--- config.mk ---
export PLATFORM = sky130hd
export DESIGN_NAME = d2h_status_framer
export DESIGN_NICKNAME = d
export VERILOG_FILES = /design/src/rtl/sfg_pkg.sv /design/src/rtl/sfg_arbiter.sv /design/src/rtl/sfg_done_mask.sv /design/src/rtl/sfg_reg_frame.sv /design/src/rtl/sfg_sdb_frame.sv /design/src/rtl/d2h_status_framer.sv
export SDC_FILE = /design/constraint.sdc
export NUM_CORES = 1
export LEC_CHECK = 0
export BUFFER_PORTS_ARGS = -buffer_cell sky130_fd_sc_hd__buf_2
export CORE_UTILIZATION = 60
export CTS_BUF_LIST = sky130_fd_sc_hd__clkbuf_16
export CTS_CLUSTER_DIAMETER = 40
export DETAILED_ROUTE_END_ITERATION = 10
export GPL_TIMING_DRIVEN = 0
export HOLD_SLACK_MARGIN = 0.06
export PLACE_DENSITY = 0.86
export SLEW_MARGIN = 20
export SYNTH_ARGS = -nofsm -noshare
export SYNTH_HDL_FRONTEND = slang
export SYNTH_SLANG_ARGS = --single-unit
--- constraint.sdc ---
create_clock -name clk -period 2.9 [get_ports clk]
set_clock_uncertainty 0.1 [all_clocks]
set_input_delay 0 -clock clk [delete_from_list [all_inputs] [get_ports clk]]
set_output_delay 0 -clock clk [all_outputs]
set_load 0.1 [all_outputs]
--- src/rtl/sfg_pkg.sv ---
package sfg_pkg;

  localparam int REG_LEN    = 20;
  localparam int SDB_LEN    = 8;
  localparam int OFF_W      = $clog2(REG_LEN);
  localparam int SDB_IW     = $clog2(SDB_LEN);
  localparam int ECHO_FIRST = 4;
  localparam int ECHO_N     = 10;
  localparam int ECHO_W     = ECHO_N * 8;
  localparam int MASK_W     = 32;
  localparam int MASK_BYTES = MASK_W / 8;
  localparam int MASK_FIRST = 4;
  localparam int ERR_BIT    = 0;
  localparam int IPEND_BIT  = 6;

  localparam logic [7:0] D2H_TYPE     = 8'h34;
  localparam logic [7:0] SDB_STS_KEEP = 8'h77;

  localparam int INIT_SEC_POS = 4;
  localparam int INIT_CNT_POS = 12;
  localparam int OPT_LO_POS   = 5;
  localparam int OPT_HI_POS   = 6;
  localparam logic [7:0] OPT_LO_VAL = 8'h14;
  localparam logic [7:0] OPT_HI_VAL = 8'hEB;

  localparam logic [OFF_W-1:0] REG_LAST = OFF_W'(REG_LEN - 1);
  localparam logic [OFF_W-1:0] SDB_LAST = OFF_W'(SDB_LEN - 1);

  typedef enum logic [1:0] {
    FK_REG  = 2'd0,
    FK_INIT = 2'd1,
    FK_SDB  = 2'd2
  } frame_kind_e;

  typedef enum logic [1:0] {
    ST_IDLE = 2'd0,
    ST_EMIT = 2'd1,
    ST_DONE = 2'd2
  } emit_state_e;

  // Echo field content of the frame sent after a port reset.
  function automatic logic [ECHO_W-1:0] init_echo(input logic optical);
    logic [ECHO_W-1:0] v;
    v = '0;
    v[(INIT_SEC_POS - ECHO_FIRST)*8 +: 8] = 8'h01;
    v[(INIT_CNT_POS - ECHO_FIRST)*8 +: 8] = 8'h01;
    if (optical) begin
      v[(OPT_LO_POS - ECHO_FIRST)*8 +: 8] = OPT_LO_VAL;
      v[(OPT_HI_POS - ECHO_FIRST)*8 +: 8] = OPT_HI_VAL;
    end
    return v;
  endfunction

endpackage

--- src/rtl/sfg_arbiter.sv ---
module sfg_arbiter
  import sfg_pkg::*;
(
  input  logic        idle,
  input  logic        rx_en,
  input  logic        req_init,
  input  logic        req_reg,
  input  logic        req_sdb,
  output logic        accept,
  output frame_kind_e kind
);

  logic any_req;

  assign any_req = req_init | req_reg | req_sdb;
  assign accept  = idle & rx_en & any_req;

  // Fixed priority: post-reset frame, then register frame, then SDB.
  always_comb begin
    if (req_init)      kind = FK_INIT;
    else if (req_reg)  kind = FK_REG;
    else               kind = FK_SDB;
  end

endmodule

--- src/rtl/sfg_done_mask.sv ---
module sfg_done_mask #(
  parameter int TAGS = 32
) (
  input  logic            clk,
  input  logic            rst_n,
  input  logic            clr,
  input  logic            add,
  input  logic [TAGS-1:0] tags,
  output logic [TAGS-1:0] mask_next
);

  logic [TAGS-1:0] mask_q;

  // Clear acts on the old value; tags of the same edge survive it.
  always_comb begin
    mask_next = clr ? '0 : mask_q;
    if (add) mask_next = mask_next | tags;
  end

  always_ff @(posedge clk or negedge rst_n) begin
    if (!rst_n) mask_q <= '0;
    else        mask_q <= mask_next;
  end

endmodule

--- src/rtl/sfg_reg_frame.sv ---
module sfg_reg_frame
  import sfg_pkg::*;
(
  input  logic [OFF_W-1:0]  idx,
  input  logic [7:0]        sts,
  input  logic [7:0]        err,
  input  logic              pend,
  input  logic [ECHO_W-1:0] echo,
  output logic [7:0]        byte_o
);

  logic [7:0] fb [REG_LEN];

  always_comb begin
    for (int k = 0; k < REG_LEN; k++) fb[k] = 8'h00;
    fb[0] = D2H_TYPE;
    fb[1][IPEND_BIT] = pend;
    fb[2] = sts;
    fb[3] = err;
    for (int k = 0; k < ECHO_N; k++) fb[ECHO_FIRST + k] = echo[k*8 +: 8];
  end

  assign byte_o = (idx <= REG_LAST) ? fb[idx] : 8'h00;

endmodule

--- src/rtl/sfg_sdb_frame.sv ---
module sfg_sdb_frame
  import sfg_pkg::*;
(
  input  logic [OFF_W-1:0]  idx,
  input  logic [7:0]        sts,
  input  logic [7:0]        err,
  input  logic [MASK_W-1:0] mask,
  output logic [7:0]        byte_o
);

  logic [7:0] sb [SDB_LEN];

  assign sb[0] = err;
  assign sb[1] = 8'h00;
  assign sb[2] = sts & SDB_STS_KEEP;
  assign sb[3] = 8'h00;

  for (genvar g = 0; g < MASK_BYTES; g++) begin : g_mask_byte
    assign sb[MASK_FIRST + g] = mask[g*8 +: 8];
  end

  assign byte_o = (idx <= SDB_LAST) ? sb[idx[SDB_IW-1:0]] : 8'h00;

endmodule

--- src/rtl/d2h_status_framer.sv ---
module d2h_status_framer
  import sfg_pkg::*;
#(
  parameter int TAGS = 32
) (
  input  logic             clk,
  input  logic             rst_n,
  input  logic             rx_en,
  input  logic             req_init,
  input  logic             req_reg,
  input  logic             req_sdb,
  input  logic [TAGS-1:0]  sdb_tags,
  input  logic             mask_clr,
  input  logic             is_optical,
  input  logic             glb_irq_pend,
  input  logic [7:0]       sts_in,
  input  logic [7:0]       err_in,
  input  logic [ECHO_W-1:0] cmd_echo,
  output logic             busy,
  output logic             out_valid,
  input  logic             out_ready,
  output logic [OFF_W-1:0] out_offset,
  output logic [7:0]       out_byte,
  output logic             out_is_sdb,
  output logic             done,
  output logic             irq_d2h,
  output logic             irq_tfe,
  output logic             irq_sdb
);

  emit_state_e       state_q;
  frame_kind_e       kind_q;
  logic [OFF_W-1:0]  idx_q;
  logic [7:0]        sts_q;
  logic [7:0]        err_q;
  logic              pend_q;
  logic [ECHO_W-1:0] echo_q;
  logic [MASK_W-1:0] snap_q;

  logic              acc;
  frame_kind_e       acc_kind;
  logic [TAGS-1:0]   mask_next;
  logic [OFF_W-1:0]  last_idx;
  logic [7:0]        reg_byte;
  logic [7:0]        sdb_byte;

  sfg_arbiter u_arb (
    .idle     (state_q == ST_IDLE),
    .rx_en    (rx_en),
    .req_init (req_init),
    .req_reg  (req_reg),
    .req_sdb  (req_sdb),
    .accept   (acc),
    .kind     (acc_kind)
  );

  sfg_done_mask #(.TAGS(TAGS)) u_mask (
    .clk       (clk),
    .rst_n     (rst_n),
    .clr       (mask_clr),
    .add       (acc && (acc_kind == FK_SDB)),
    .tags      (sdb_tags),
    .mask_next (mask_next)
  );

  assign last_idx = (kind_q == FK_SDB) ? SDB_LAST : REG_LAST;

  always_ff @(posedge clk or negedge rst_n) begin
    if (!rst_n) begin
      state_q <= ST_IDLE;
      kind_q  <= FK_REG;
      idx_q   <= '0;
      sts_q   <= 8'h00;
      err_q   <= 8'h00;
      pend_q  <= 1'b0;
      echo_q  <= '0;
      snap_q  <= '0;
    end else begin
      unique case (state_q)
        ST_IDLE: begin
          if (acc) begin
            state_q <= ST_EMIT;
            kind_q  <= acc_kind;
            idx_q   <= '0;
            sts_q   <= sts_in;
            err_q   <= err_in;
            pend_q  <= glb_irq_pend;
            echo_q  <= (acc_kind == FK_INIT) ? init_echo(is_optical) : cmd_echo;
            snap_q  <= MASK_W'(mask_next);
          end
        end
        ST_EMIT: begin
          if (out_ready) begin
            if (idx_q == last_idx) state_q <= ST_DONE;
            else                   idx_q   <= idx_q + OFF_W'(1);
          end
        end
        default: state_q <= ST_IDLE;
      endcase
    end
  end

  sfg_reg_frame u_reg (
    .idx    (idx_q),
    .sts    (sts_q),
    .err    (err_q),
    .pend   (pend_q),
    .echo   (echo_q),
    .byte_o (reg_byte)
  );

  sfg_sdb_frame u_sdb (
    .idx    (idx_q),
    .sts    (sts_q),
    .err    (err_q),
    .mask   (snap_q),
    .byte_o (sdb_byte)
  );

  assign busy       = (state_q != ST_IDLE);
  assign out_valid  = (state_q == ST_EMIT);
  assign out_offset = idx_q;
  assign out_is_sdb = (kind_q == FK_SDB);
  assign out_byte   = out_is_sdb ? sdb_byte : reg_byte;
  assign done       = (state_q == ST_DONE);
  assign irq_d2h    = done & ~out_is_sdb;
  assign irq_tfe    = irq_d2h & sts_q[ERR_BIT];
  assign irq_sdb    = done & out_is_sdb;

endmodule

After elaboration in Yosys (flattened, before gate mapping) --
Cells that the tools add are included.
Storage, ports and cells: bits in registers 170, input bits 138, output and inout port bits 20, logic and storage cells 66
Cells by class: add/subtract/negate cells 1, magnitude comparators 4, equal/unequal tests 10, mux-type cells 24, bitwise operators 11, reduce and logical (&&, ||, !) cells 7
Operators by type and width (number):
- two-way mux 80 bit | 1
- two-way mux 32 bit | 2
- two-way mux 8 bit | 7
- binary-select mux 8 bit (select 5 bit) | 1
- OR 32 bit | 1
- binary-select mux 8 bit (select 3 bit) | 1
- two-way mux 5 bit | 4
- two-way mux 16 bit | 1
- two-way mux 2 bit | 5
- case mux 5 bit (2 select lines) | 1
- == test 2 bit, second input constant | 3
- >= comparator 6 bit, second input constant | 1
- inverter 5 -> 6 bit | 1
- adder 5 x 1 -> 5 bit, second input constant | 1
- bitwise AND 1 bit | 5
- == test 5 bit | 1
- less-or-equal comparator 5 x 3 -> 1 bit, second input constant | 1
- less-or-equal comparator 5 bit, second input constant | 1
- == test 2 x 1 -> 1 bit, second input constant | 2
- >= comparator 4 bit, second input constant | 1
- != test 2 x 1 -> 1 bit, second input constant | 2
- != test 2 bit, second input constant | 2
- inverter 3 -> 4 bit | 1
- case mux 2 bit (2 select lines) | 1
- other kinds (8) | 10

Longest topological paths before layout --
Gate-level depths: netlist of the first run.
depth in word-level cells 6, gate-level depth with buffers 7, mapped depth without buffers 6

Modules after synthesis --
A second synthesis of the first run with hierarchy kept.
Unflattened totals: cells, all modules 929, area, all modules 8480.6 um^2
By module, submodules not included:
- d2h_status_framer | times used 1, cells each 625, area each 5672.9 um^2, sequential area each 3453.3 um^2
- sfg_done_mask | times used 1, cells each 134, area each 1381.3 um^2, sequential area each 800.8 um^2
- sfg_reg_frame | times used 1, cells each 119, area each 1002.2 um^2, sequential area each 0.0 um^2
- sfg_sdb_frame | times used 1, cells each 48, area each 402.9 um^2, sequential area each 0.0 um^2
- sfg_arbiter | times used 1, cells each 3, area each 21.3 um^2, sequential area each 0.0 um^2

Worst setup path before layout of the first run --
OpenSTA, ideal clock, no wires.
path kind register to output, start reg idx_q[1], in the netlist out_offset[1], end out out_byte[5], arrival time 4.102 ns, required time 2.800 ns, path slack -1.302 ns, cell stages (with the launch flop) 7, buffers on the path 2, cell sequence dfrtp_1 > buf_4 > buf_4 > nand2_1 > a211oi_1 > a211oi_1 > o32ai_1
On the way: word-level cells in the longest chain between the ends 6, elaborated cells between the ends (all ways) 13, classes of those cells order compare (2); mux (9); bitwise (2)
RTL lines:
- start, declared | RTL line d2h_status_framer.sv:33 | logic [OFF_W-1:0] idx_q;
- start signal, assigned | RTL line d2h_status_framer.sv:95 | else idx_q <= idx_q + OFF_W'(1);
- inverter 5 -> 6 bit (implied by the code) / inverter 3 -> 4 bit (equally long branches) | RTL line sfg_reg_frame.sv:23, sfg_sdb_frame.sv:22
- binary-select mux 8 bit (select 5 bit) / binary-select mux 8 bit (select 3 bit) (equally long branches) | RTL line sfg_reg_frame.sv:23, sfg_sdb_frame.sv:22
- two-way mux 8 bit (on tied branches) (3 in a row) | RTL line sfg_reg_frame.sv:23, sfg_sdb_frame.sv:22
- two-way mux 8 bit (*) | RTL line d2h_status_framer.sv:124 | assign out_byte = out_is_sdb ? sdb_byte : reg_byte;
- end, declared | RTL line d2h_status_framer.sv:23 | output logic [7:0] out_byte,
Every way passes the cells marked *; elsewhere a longest branch is shown, timed or not. The select of a mux whose other input is x is not followed.

Worst setup path after layout of the first run --
start reg idx_q[0], in the netlist out_offset[0], end out out_byte[1]
Same word-level chain as after synthesis.

==> impl_metrics.tcl, run 1 <==
set metrics [dict create \
    layout-drive-gt1-share_pct 21.19 \
    ys.flop_type "dfrtp_1" \
    critPathSlowestCell "buf_2" \
    fp.dieArea_um2 14260 \
    max_freq_mhz 347.2 \
    cap_viol_max_count 0 \
    synth.largest_area_cell "dfrtp_1" \
    ff2ff_path_depth 8 \
    finalHoldViolations 0 \
    via_per_inst 6.415 \
    yosysWarnings 0 \
    timing.final.crit_share_pct 99.31 \
    globalRouteTotalUtil_pct 46.64 \
    synth_top_area_share_pct 51.44 \
    critPathKind "reg -> out" \
    placeableCoreArea_um2 13350 \
    nets 1360 \
    p_leak_nw 5.747 \
    power_w 0.01124 \
    portBuffers 157 \
    r2r_setup_slack_ps 150 \
    async_reset_ff_share_pct 100.0 \
    drtPass1Iterations 10 \
    io_pins 158 \
    cts_buffer_depth 2 \
    rsz0062_at_grt "false" \
    dp_hpwl_um 16550 \
    ant_nets 0 \
    drtIter0Drc 1407 \
    syn2layout_area_growth_pct 42.61 \
    wl_per_cell_um 22.95 \
    ir_drop_v 0.0009921 \
    worst-path-stages 8 \
    synth.cell_area_um2 8269 \
    max_slew_margin_pct 53.48 \
    period_minus_slack_ps 2880 \
    syn_inst 864 \
    antenna_found_initial 1 \
    post-route-util_pct 88.35 \
    synth.most_common_cell "nand2_1" \
    clk_pin_slew_ps 60 \
    crit_path_max_incr_delay_ps 470 \
    vias 9032 \
    cp-start-kind "flop" \
    avgSynthCellArea_um2 9.571 \
    clkLatencyLatePin_ps 440 \
    antenna-diode-count 0 \
    die_y_um 119.4 \
    crit_fanout 10 \
    critPathArrivalTime_ps 2780 \
    slew_viol_final 0 \
    tightest_slew_ps 697.7 \
    synth_seq_area_share_pct 51.44 \
    synth_edf_count 0 \
    crit_required_ps 2800 \
    crit_family "buffers and inverters" \
    cp_num_buf_inv 4 \
    gp_congestion 0.9629 \
    numCtsBuffers 17 \
    rows 42 \
    synth_area_leaders "dfrtp_1 (51%), nand2_1 (12%), nand3b_1 (6.6%)" \
    syn-num-nets 1003 \
    grt-ovfl-total 0 \
    powerDensity_nw_per_um2 953.5 \
    cts_tree "yes" \
    clockRootBuffer "clkbuf_16" \
    die_x_um 119.4 \
    clkSinkCount 170 \
    finalSetupViolations 0 \
    hold_path_depth 4 \
    cts_max_level 4 \
    synth.ff_latch_count 170 \
    drc 0 \
    grt_first_pass_wirelength_um 48920 \
    start_util_pct 61.95 \
    synth_common_cells "nand2_1 (270), dfrtp_1 (170), nand3b_1 (73)" \
    cp-end-kind "primary output" \
    crit_chain "buf_6 -> buf_12 -> buf_4 -> mux2i_1 -> o22ai_1 -> o32ai_1 -> o22ai_2 -> buf_2" \
    status "finished, final reports clean" \
    hold_class "in -> reg" \
    grt_pass1_vias 9042 \
    wl_um 32320 \
    synth_cell_types 46 \
    grt_max_degree 102 \
]
==> area by class of cell <==
class / instances / area, um2
Clock buffer: 17 / 425.4
Sequential cell: 170 / 4254
Clock inverter: 13 / 136.4
Buffer: 63 / 374.1
Tap cell: 176 / 220.2
Fill cell: 556 / 1555
Inverter: 5 / 18.77
Timing Repair Buffer: 338 / 2640
Multi-Input combinational cell: 626 / 3724
==> registers in the layout (all words and copies together), names as in the netlist <==
name / count
echo_q: 80
err_q: 8
kind_q: 2
out_offset: 5
pend_q: 1
snap_q: 32
state_q: 2
sts_q: 8
u_mask.mask_q: 32
==> per-layer routing <==
metal / routed length [um] / track usage (%)
met1: 10600 / 55.24
met2: 14860 / 73.44
met3: 4262 / 14.70
met4: 2573 / 30.47
met5: 16 / 0
==> path summary, 6_finish.rpt <==
path,start,endpoint
max in group asynchronous,rst_n,sts_q[7]$_DFFE_PN0P_
min,glb_irq_pend,pend_q$_DFFE_PN0P_
max,out_offset[0]$_DFFE_PN0P_,out_byte[1]
max reg2reg,state_q[0]$_DFFE_PN0P_,u_mask.mask_q[0]$_DFF_PN0_
min in group asynchronous,rst_n,u_mask.mask_q[24]$_DFF_PN0_
min reg2reg,echo_q[34]$_DFFE_PN0P_,echo_q[34]$_DFFE_PN0P_
==> cell usage in the layout (no fill, tap or decap), types with 6 or more instances in the layout <==
cell and n:
a31oi_1 40, o21ai_0 12, mux2i_1 37, mux4_2 9, dlygate4sd3_1 177, inv_1 6, dfrtp_1 170, a22oi_1 6
buf_4 10, clkbuf_16 17, nand2_1 270, buf_2 180, nand3b_1 73, nand2b_1 47, o22ai_1 14, mux2_2 7
a211oi_1 7, a21oi_1 6, clkbuf_1 21, nor2_1 55
==> cell families (layout without fill, tap and decap cells) <==
| logic type | after synthesis | count (layout) | share of synthesized area (%) |
|---|---|---|---|
| flops | 170 | 170 | 51.44 |
| buf+inv | 68 | 436 | 4.751 |
| simple gates | 460 | 460 | 26.33 |
| fa+ha+maj | 1 | 1 | 0.1513 |
| mux | 56 | 56 | 8.655 |
| compound gates | 109 | 109 | 8.670 |
==> worst register-to-register path: cells and delay by family (launching register included) <==
kind            cells  cell delay, ps
buf+inv             3            1340
flops               1             480
simple gates        4             570
compound gates      1             200
==> where the power goes <==
part	internal [W]	switching, W	total, W
clock	0.00132	0.000953	0.00228
sequential	0.00307	0.000614	0.00368
combinational	0.00179	0.00349	0.00529
total	0.00618	0.00506	0.0112
==> repair_timing <==
action                                 4_1_cts  5_1_grt
hold buffers                               178        0
gates resized for setup                      0        3
buffers inserted                             0        2
endpoints found under the hold margin      339        0
setup endpoints to repair                    0        8
==> stage by stage <==
step | hold WS [ps] | instances | worst slack [ps] | cell area [um2] | TNS (ps)
2_1_floorplan | -395.6 | 864 | -292.9 | 8358 | -292.9
3_3_place_gp | 101.7 | 1197 | -761.4 | 9364 | -127670
3_5_place_dp | -117.9 | 1198 | 573.0 | 9402 | 0
4_1_cts | 118.8 | 1406 | 93.72 | 11760 | 0
5_1_grt | 223.7 | 1408 | 7.355 | 11790 | 0
6_report | 204.0 | 1408 | 19.89 | 11790 | 0
(Power assumes the default switching activity.)
==> inputs of run 2 (changes only) <==
CORE_UTILIZATION = 56   (was 60)
PLACE_DENSITY = 0.81   (was 0.86)
clock period = 3.3 ns   (was 2.9 ns; I/O delays follow)
==> run 2 against run 1 <==
  * Count of clock-buffer cells in the layout unchanged
  * Flip-flop and latch count unchanged
  * Total power decreased by 14%
  * Sequential power fell by 13%
  * Core utilization down 7.0 points
  * Clock power shrank 8%
  * Combinational power down 17%
  * Critical path type is now reg -> reg
  * Critical endpoint is now snap_q[23]$_DFFE_PN0P_
  * Highest routed layer is now met4
==> impl_metrics.tcl, run 2 (synthesis results as in run 1) <==
set metrics [dict create \
    grt-ovfl-total 0 \
    placeableCoreArea_um2 14480 \
    cts_buffer_depth 2 \
    switching_power_w 0.004222 \
    ctsResizeCount 0 \
    reg2reg_from "state_q[0]$_DFFE_PN0P_" \
    finalSetupViolations 0 \
    cp-end-kind "flop" \
    finalHoldViolations 0 \
    hold_start "req_init" \
    largest_register_ff_count 80 \
    crit_family "buffers and inverters" \
    clkLatencyLatePin_ps 430 \
    dp.cells 1206 \
    p_comb_share_pct 45.2 \
    ant_nets 0 \
    crit_fanout 10 \
    critPathKind "reg -> reg" \
    clk_pin_slew_ps 70 \
    power.share.switching_pct 43.60 \
    worstSetupStartpoint "state_q[0]$_DFFE_PN0P_" \
    cp-start-kind "flop" \
    crit_chain "nor2_2 -> o311ai_2 -> nor3_4 -> dlygate4sd3_1 -> buf_6 -> nand2_1 -> dlygate4sd3_1 -> a31oi_1" \
    antenna-diode-count 0 \
    intPower_w 0.005461 \
    path_common_cell "dlygate4sd3_1" \
    grt_pass1_vias 8480 \
    grt_first_pass_wirelength_um 44780 \
    layout-drive-gt1-share_pct 21.28 \
    cts_tree "yes" \
    grt_max_degree 102 \
    via_per_inst 5.982 \
    clkPwrFrac_pct 21.6 \
    antenna_found_initial 0 \
    clockRootBuffer "clkbuf_16" \
    crit_required_ps 3540 \
    fin_cells 1415 \
    period_minus_slack_ps 3173 \
    reg_top3 "echo_q: 80 flops, snap_q: 32 flops, u_mask.mask_q: 32 flops" \
    numCtsBuffers 17 \
    drtPass1Iterations 6 \
    crit_path_max_incr_delay_ps 650 \
    rsz0062_at_grt "false" \
    tightest_slew_ps 555.9 \
    mostFrequentLayoutCells "nand2_1 (270), buf_2 (181), dlygate4sd3_1 (176)" \
    cap_viol_max_count 0 \
    max_slew_margin_pct 62.94 \
    status "finished, final reports clean" \
    drtIter0Drc 985 \
    gp_congestion 0.9711 \
    p_leak_nw 5.743 \
    cts_max_level 4 \
    slew_viol_final 0 \
    critPathSlowestCell "dlygate4sd3_1" \
    fp.dieArea_um2 15260 \
    top_register "echo_q" \
    dp_hpwl_um 16300 \
    ir_drop_v 0.001244 \
    vias 8464 \
    clkSinkCount 170 \
    start_util_pct 57.11 \
    wl_per_cell_um 20.86 \
    pre_cts_slack_ps 1005 \
    drc 0 \
    die_y_um 123.5 \
    globalRouteTotalUtil_pct 40.68 \
    die_x_um 123.5 \
    seqPwrFrac_pct 33.1 \
    timing.final.crit_share_pct 96.15 \
    critPathArrivalTime_ps 3410 \
    cp_num_buf_inv 3 \
    finalSetupTns_ps 0 \
    nets 1357 \
    rows 44 \
    hold_class "in -> reg" \
    max_freq_mhz 315.2 \
    portBuffers 157 \
    mostFrequentLayoutCell "nand2_1" \
    syn2layout_area_growth_pct 42.38 \
    powerDensity_nw_per_um2 822.4 \
    wl_um 29520 \
    io_pins 158 \
    final.setup.worst_slack_ps 127.2 \
]
## run 2: cell count changes in the layout (fill, tap and decap cells not counted), moves of 2 or more
| cell | change |
|---|---|
| o32ai_2 | +3 |
| o32ai_4 | -3 |
| buf_4 | -2 |
| clkinvlp_4 | +2 |
## run 2: worst register-to-register path, cell delays in order, from the launching register on
cell and delay, ps:
dfrtp_1 460, nor2_2 290, o311ai_2 200, nor3_4 370, dlygate4sd3_1 650, buf_6 150, nand2_1 60, dlygate4sd3_1 570
a31oi_1 210
## run 2: routing by layer
| layer | GRT usage (%) | wire length [um] | vias to the layer above | part of all wire (%) |
|---|---|---|---|---|
| met3 | 9.640 | 2767 | 166 | 9.4 |
| met1 | 50.08 | 10920 | 4076 | 37 |
| li1 | - | - | 3644 | - |
| met2 | 64.70 | 13850 | 578 | 47 |
| met5 | 0 | 0 | - | 0 |
| met4 | 25.60 | 1979 | 0 | 6.7 |
## run 2: path summary, 6_finish.rpt
check	endpoint	slack, ps	cells past startpoint
worst max-delay path	snap_q[23]$_DFFE_PN0P_	130	8
worst min-delay path	snap_q[11]$_DFFE_PN0P_	120	5
worst max register to register	snap_q[23]$_DFFE_PN0P_	130	8
worst min register to register	echo_q[29]$_DFFE_PN0P_	360	2
max in group asynchronous	echo_q[3]$_DFFE_PN0P_	1970	4
min in group asynchronous	echo_q[1]$_DFFE_PN0P_	410	3
## run 2: timing repair
| item | 4_1_cts | 5_1_grt |
|---|---|---|
| hold buffers | 177 | 0 |
| endpoints found under the hold margin | 339 | 0 |
| buffers inserted | 0 | 0 |
## run 2: power groups by stage
stage	Clock, W	Combinational, W	Sequential [W]
final	0.00210	0.00438	0.00321
after global routing	0.00217	0.00458	0.00324
after CTS	0.00208	0.00418	0.00310
after detailed placement	0	0.00396	0.00313
after global placement	0	0.00389	0.00311
after floorplan	0	0.00294	0.00313
## run 2: metrics by stage
step	cell area, um2	total power, W	hold slack (ps)	utilization [%]
after floorplan	8324	0.006071	-395.6	-
after global placement	9340	0.006997	109.1	64.51
after detailed placement	9378	0.007086	-109.3	64.77
after CTS	11770	0.009360	71.45	81.32
after global routing	11770	0.009983	131.4	81.32
final	11770	0.009682	119.6	81.32
## run 2: area by class of cell
type | instances | area, um2
Multi-Input combinational cell | 626 | 3677
Timing Repair Buffer | 335 | 2613
Sequential cell | 170 | 4254
Inverter | 5 | 18.77
Clock buffer | 17 | 425.4
Tap cell | 184 | 230.2
Fill cell | 834 | 2705
Clock inverter | 15 | 181.4
Buffer | 63 | 374.1
==> inputs of run 3 (changes only) <==
CORE_UTILIZATION = 39   (was 56)
PLACE_DENSITY = default   (was 0.81)
==> run 3 against run 2 <==
  * Routed wire length fell by 13%
  * Critical path type unchanged
  * Global-route usage fell by 16 points
  * Sequential power fell by 3%
  * Highest routed layer unchanged
  * Worst hold slack got worse by 47 ps
  * Total power fell by 4.6%
  * Count of clock-buffer cells in the layout did not move
  * Combinational power fell by 4%
  * Non-clock buffer count rose by 1
  * Largest cell class unchanged
  * Core utilization fell by 24 points
  * Final area rose by 0.36%
  * Clock power fell by 9%
  * Worst setup slack improved by 69 ps
==> impl_metrics.tcl, run 3 (synthesis results as in run 1) <==
set metrics [dict create \
    drc 0 \
    fin_cells 1502 \
    final.setup.worst_slack_ps 196.2 \
    wl_per_cell_um 17.13 \
    cts_max_level 4 \
    layout-drive-gt1-share_pct 21.43 \
    hold_class "in -> async" \
    die_y_um 147.6 \
    antenna_found_initial 0 \
    fp.dieArea_um2 21790 \
    fillers 1825 \
    switching_power_w 0.003996 \
    dp.cells 1292 \
    reg_top3 "echo_q: 80 flops, snap_q: 32 flops, u_mask.mask_q: 32 flops" \
    dp_hpwl_um 17580 \
    start_util_pct 40.35 \
    clkPwrFrac_pct 20.6 \
    clkSinkCount 170 \
    drtIter0Drc 432 \
    p_leak_nw 5.716 \
    critPathArrivalTime_ps 3350 \
    cap_viol_max_count 0 \
    intPower_w 0.005241 \
    mostFrequentLayoutCells "nand2_1 (270), buf_2 (181), dlygate4sd3_1 (177)" \
    r2r_setup_slack_ps 200 \
    grt-ovfl-total 0 \
    via_per_inst 5.010 \
    numCtsBuffers 17 \
    ff2ff_path_depth 8 \
    cts_buffer_depth 2 \
    p_comb_share_pct 45.6 \
    mostFrequentLayoutCell "nand2_1" \
    r2r_end "snap_q[11]$_DFFE_PN0P_" \
    cp-end-kind "flop" \
    placeableCoreArea_um2 20490 \
    largest_register_ff_count 80 \
    reg2reg_from "state_q[0]$_DFFE_PN0P_" \
    status "finished, final reports clean" \
    gp_congestion 0.9309 \
    holdWs_ps 72.17 \
    vias 7525 \
    grt_first_pass_wirelength_um 40040 \
    io_pins 158 \
    drtPass1Iterations 5 \
    portBuffers 157 \
    finalSetupTns_ps 0 \
    die_x_um 147.6 \
    cts_tree "yes" \
    globalRouteTotalUtil_pct 24.39 \
    critPathSlowestCell "dlygate4sd3_1" \
    top_register "echo_q" \
    ir_drop_v 0.0006974 \
    crit_required_ps 3550 \
    rows 52 \
    nets 1358 \
    period_minus_slack_ps 3104 \
    cp-start-kind "flop" \
    path_common_cell "dlygate4sd3_1" \
    clkLatencyLatePin_ps 430 \
    critPathKind "reg -> reg" \
    crit_chain "nor2_2 -> o311ai_2 -> nor3_4 -> dlygate4sd3_1 -> buf_6 -> nand2_1 -> dlygate4sd3_1 -> a31oi_1" \
    finalHoldViolations 0 \
    ctsResizeCount 0 \
    power.share.switching_pct 43.26 \
    slew_viol_final 0 \
    clk_pin_slew_ps 70 \
    tightest_slew_ps 670.1 \
    timing.final.crit_share_pct 94.06 \
    seqPwrFrac_pct 33.7 \
    syn2layout_area_growth_pct 42.90 \
    finalSetupViolations 0 \
    max_freq_mhz 322.2 \
    crit_path_max_incr_delay_ps 740 \
    max_slew_margin_pct 55.33 \
    rsz0062_at_grt "false" \
    grt_max_degree 87 \
    wl_um 25730 \
    grt_pass1_vias 7433 \
    clockRootBuffer "clkbuf_16" \
    powerDensity_nw_per_um2 781.7 \
    ant_nets 0 \
    crit_fanout 10 \
    pre_cts_slack_ps 977.7 \
    antenna-diode-count 0 \
]
## run 3: cell count changes in the layout (fill, tap and decap cells not counted), sizes merged
cell / change
inv: +4
bufinv: -3
clkinv: -1
dlygate4sd3: +1
## run 3: final cells by class
| class | count | area (um2) | area share [%] |
|---|---|---|---|
| tap | 270 | 337.8 | 2.859 |
| clock inverter | 15 | 126.4 | 1.069 |
| timing repair buffer | 336 | 2603 | 22.02 |
| inverter | 5 | 18.77 | 0.1588 |
| buffer | 63 | 374.1 | 3.166 |
| multi-input combinational | 626 | 3677 | 31.12 |
| sequential | 170 | 4254 | 36.00 |
| clock buffer | 17 | 425.4 | 3.600 |
## run 3: critical path, delay by kind of cell, from the launching register on
kind / cells / cell delay [ps]
buffers and inverters: 3 / 1510
AND/OR/NAND/NOR: 3 / 550
flip-flops: 1 / 470
AO/OA/AOI/OAI: 2 / 390
## run 3: worst max-delay path by stage
stage / startpoint / end / slack (ps)
after CTS: state_q[0]$_DFFE_PN0P_ / snap_q[11]$_DFFE_PN0P_ / 170
final: state_q[0]$_DFFE_PN0P_ / snap_q[11]$_DFFE_PN0P_ / 200
after detailed placement: out_offset[0]$_DFFE_PN0P_ / out_byte[4] / 980
after global placement: rst_n / echo_q[4]$_DFFE_PN0P_ / -650
after global routing: state_q[0]$_DFFE_PN0P_ / snap_q[11]$_DFFE_PN0P_ / 90
after floorplan: out_offset[1]$_DFFE_PN0P_ / out_byte[5] / 110
## run 3: timing repair
action,4_1_cts,5_1_grt
setup buffers,0,1
hold endpoints to repair,339,0
hold buffers,177,0
setup endpoints to repair,0,1
## run 3: power groups by stage
stage,combinational (W),sequential [W],clock [W]
final,0.00422,0.00312,0.00191
after global routing,0.00449,0.00319,0.00202
after CTS,0.00421,0.00310,0.00194
after detailed placement,0.00400,0.00314,0
after global placement,0.00397,0.00312,0
after floorplan,0.00294,0.00313,0
## run 3: per-layer routing
layer  global-route usage [%]  vias to the layer above  wire [um]
li1                         -                     3657          -
met2                    38.11                      211      11800
met1                    34.44                     3621      12210
met4                    8.918                        0        563
met5                        0                        -          0
met3                    3.611                       36       1150
## run 3: stage by stage
stage,total power (W),util (%),cell area (um2)
global route,0.009701,57.66,11820
CTS,0.009251,57.62,11810
floorplan,0.006071,-,8324
detailed placement,0.007138,46.28,9485
finish,0.009237,57.66,11820
global placement,0.007089,46.10,9448
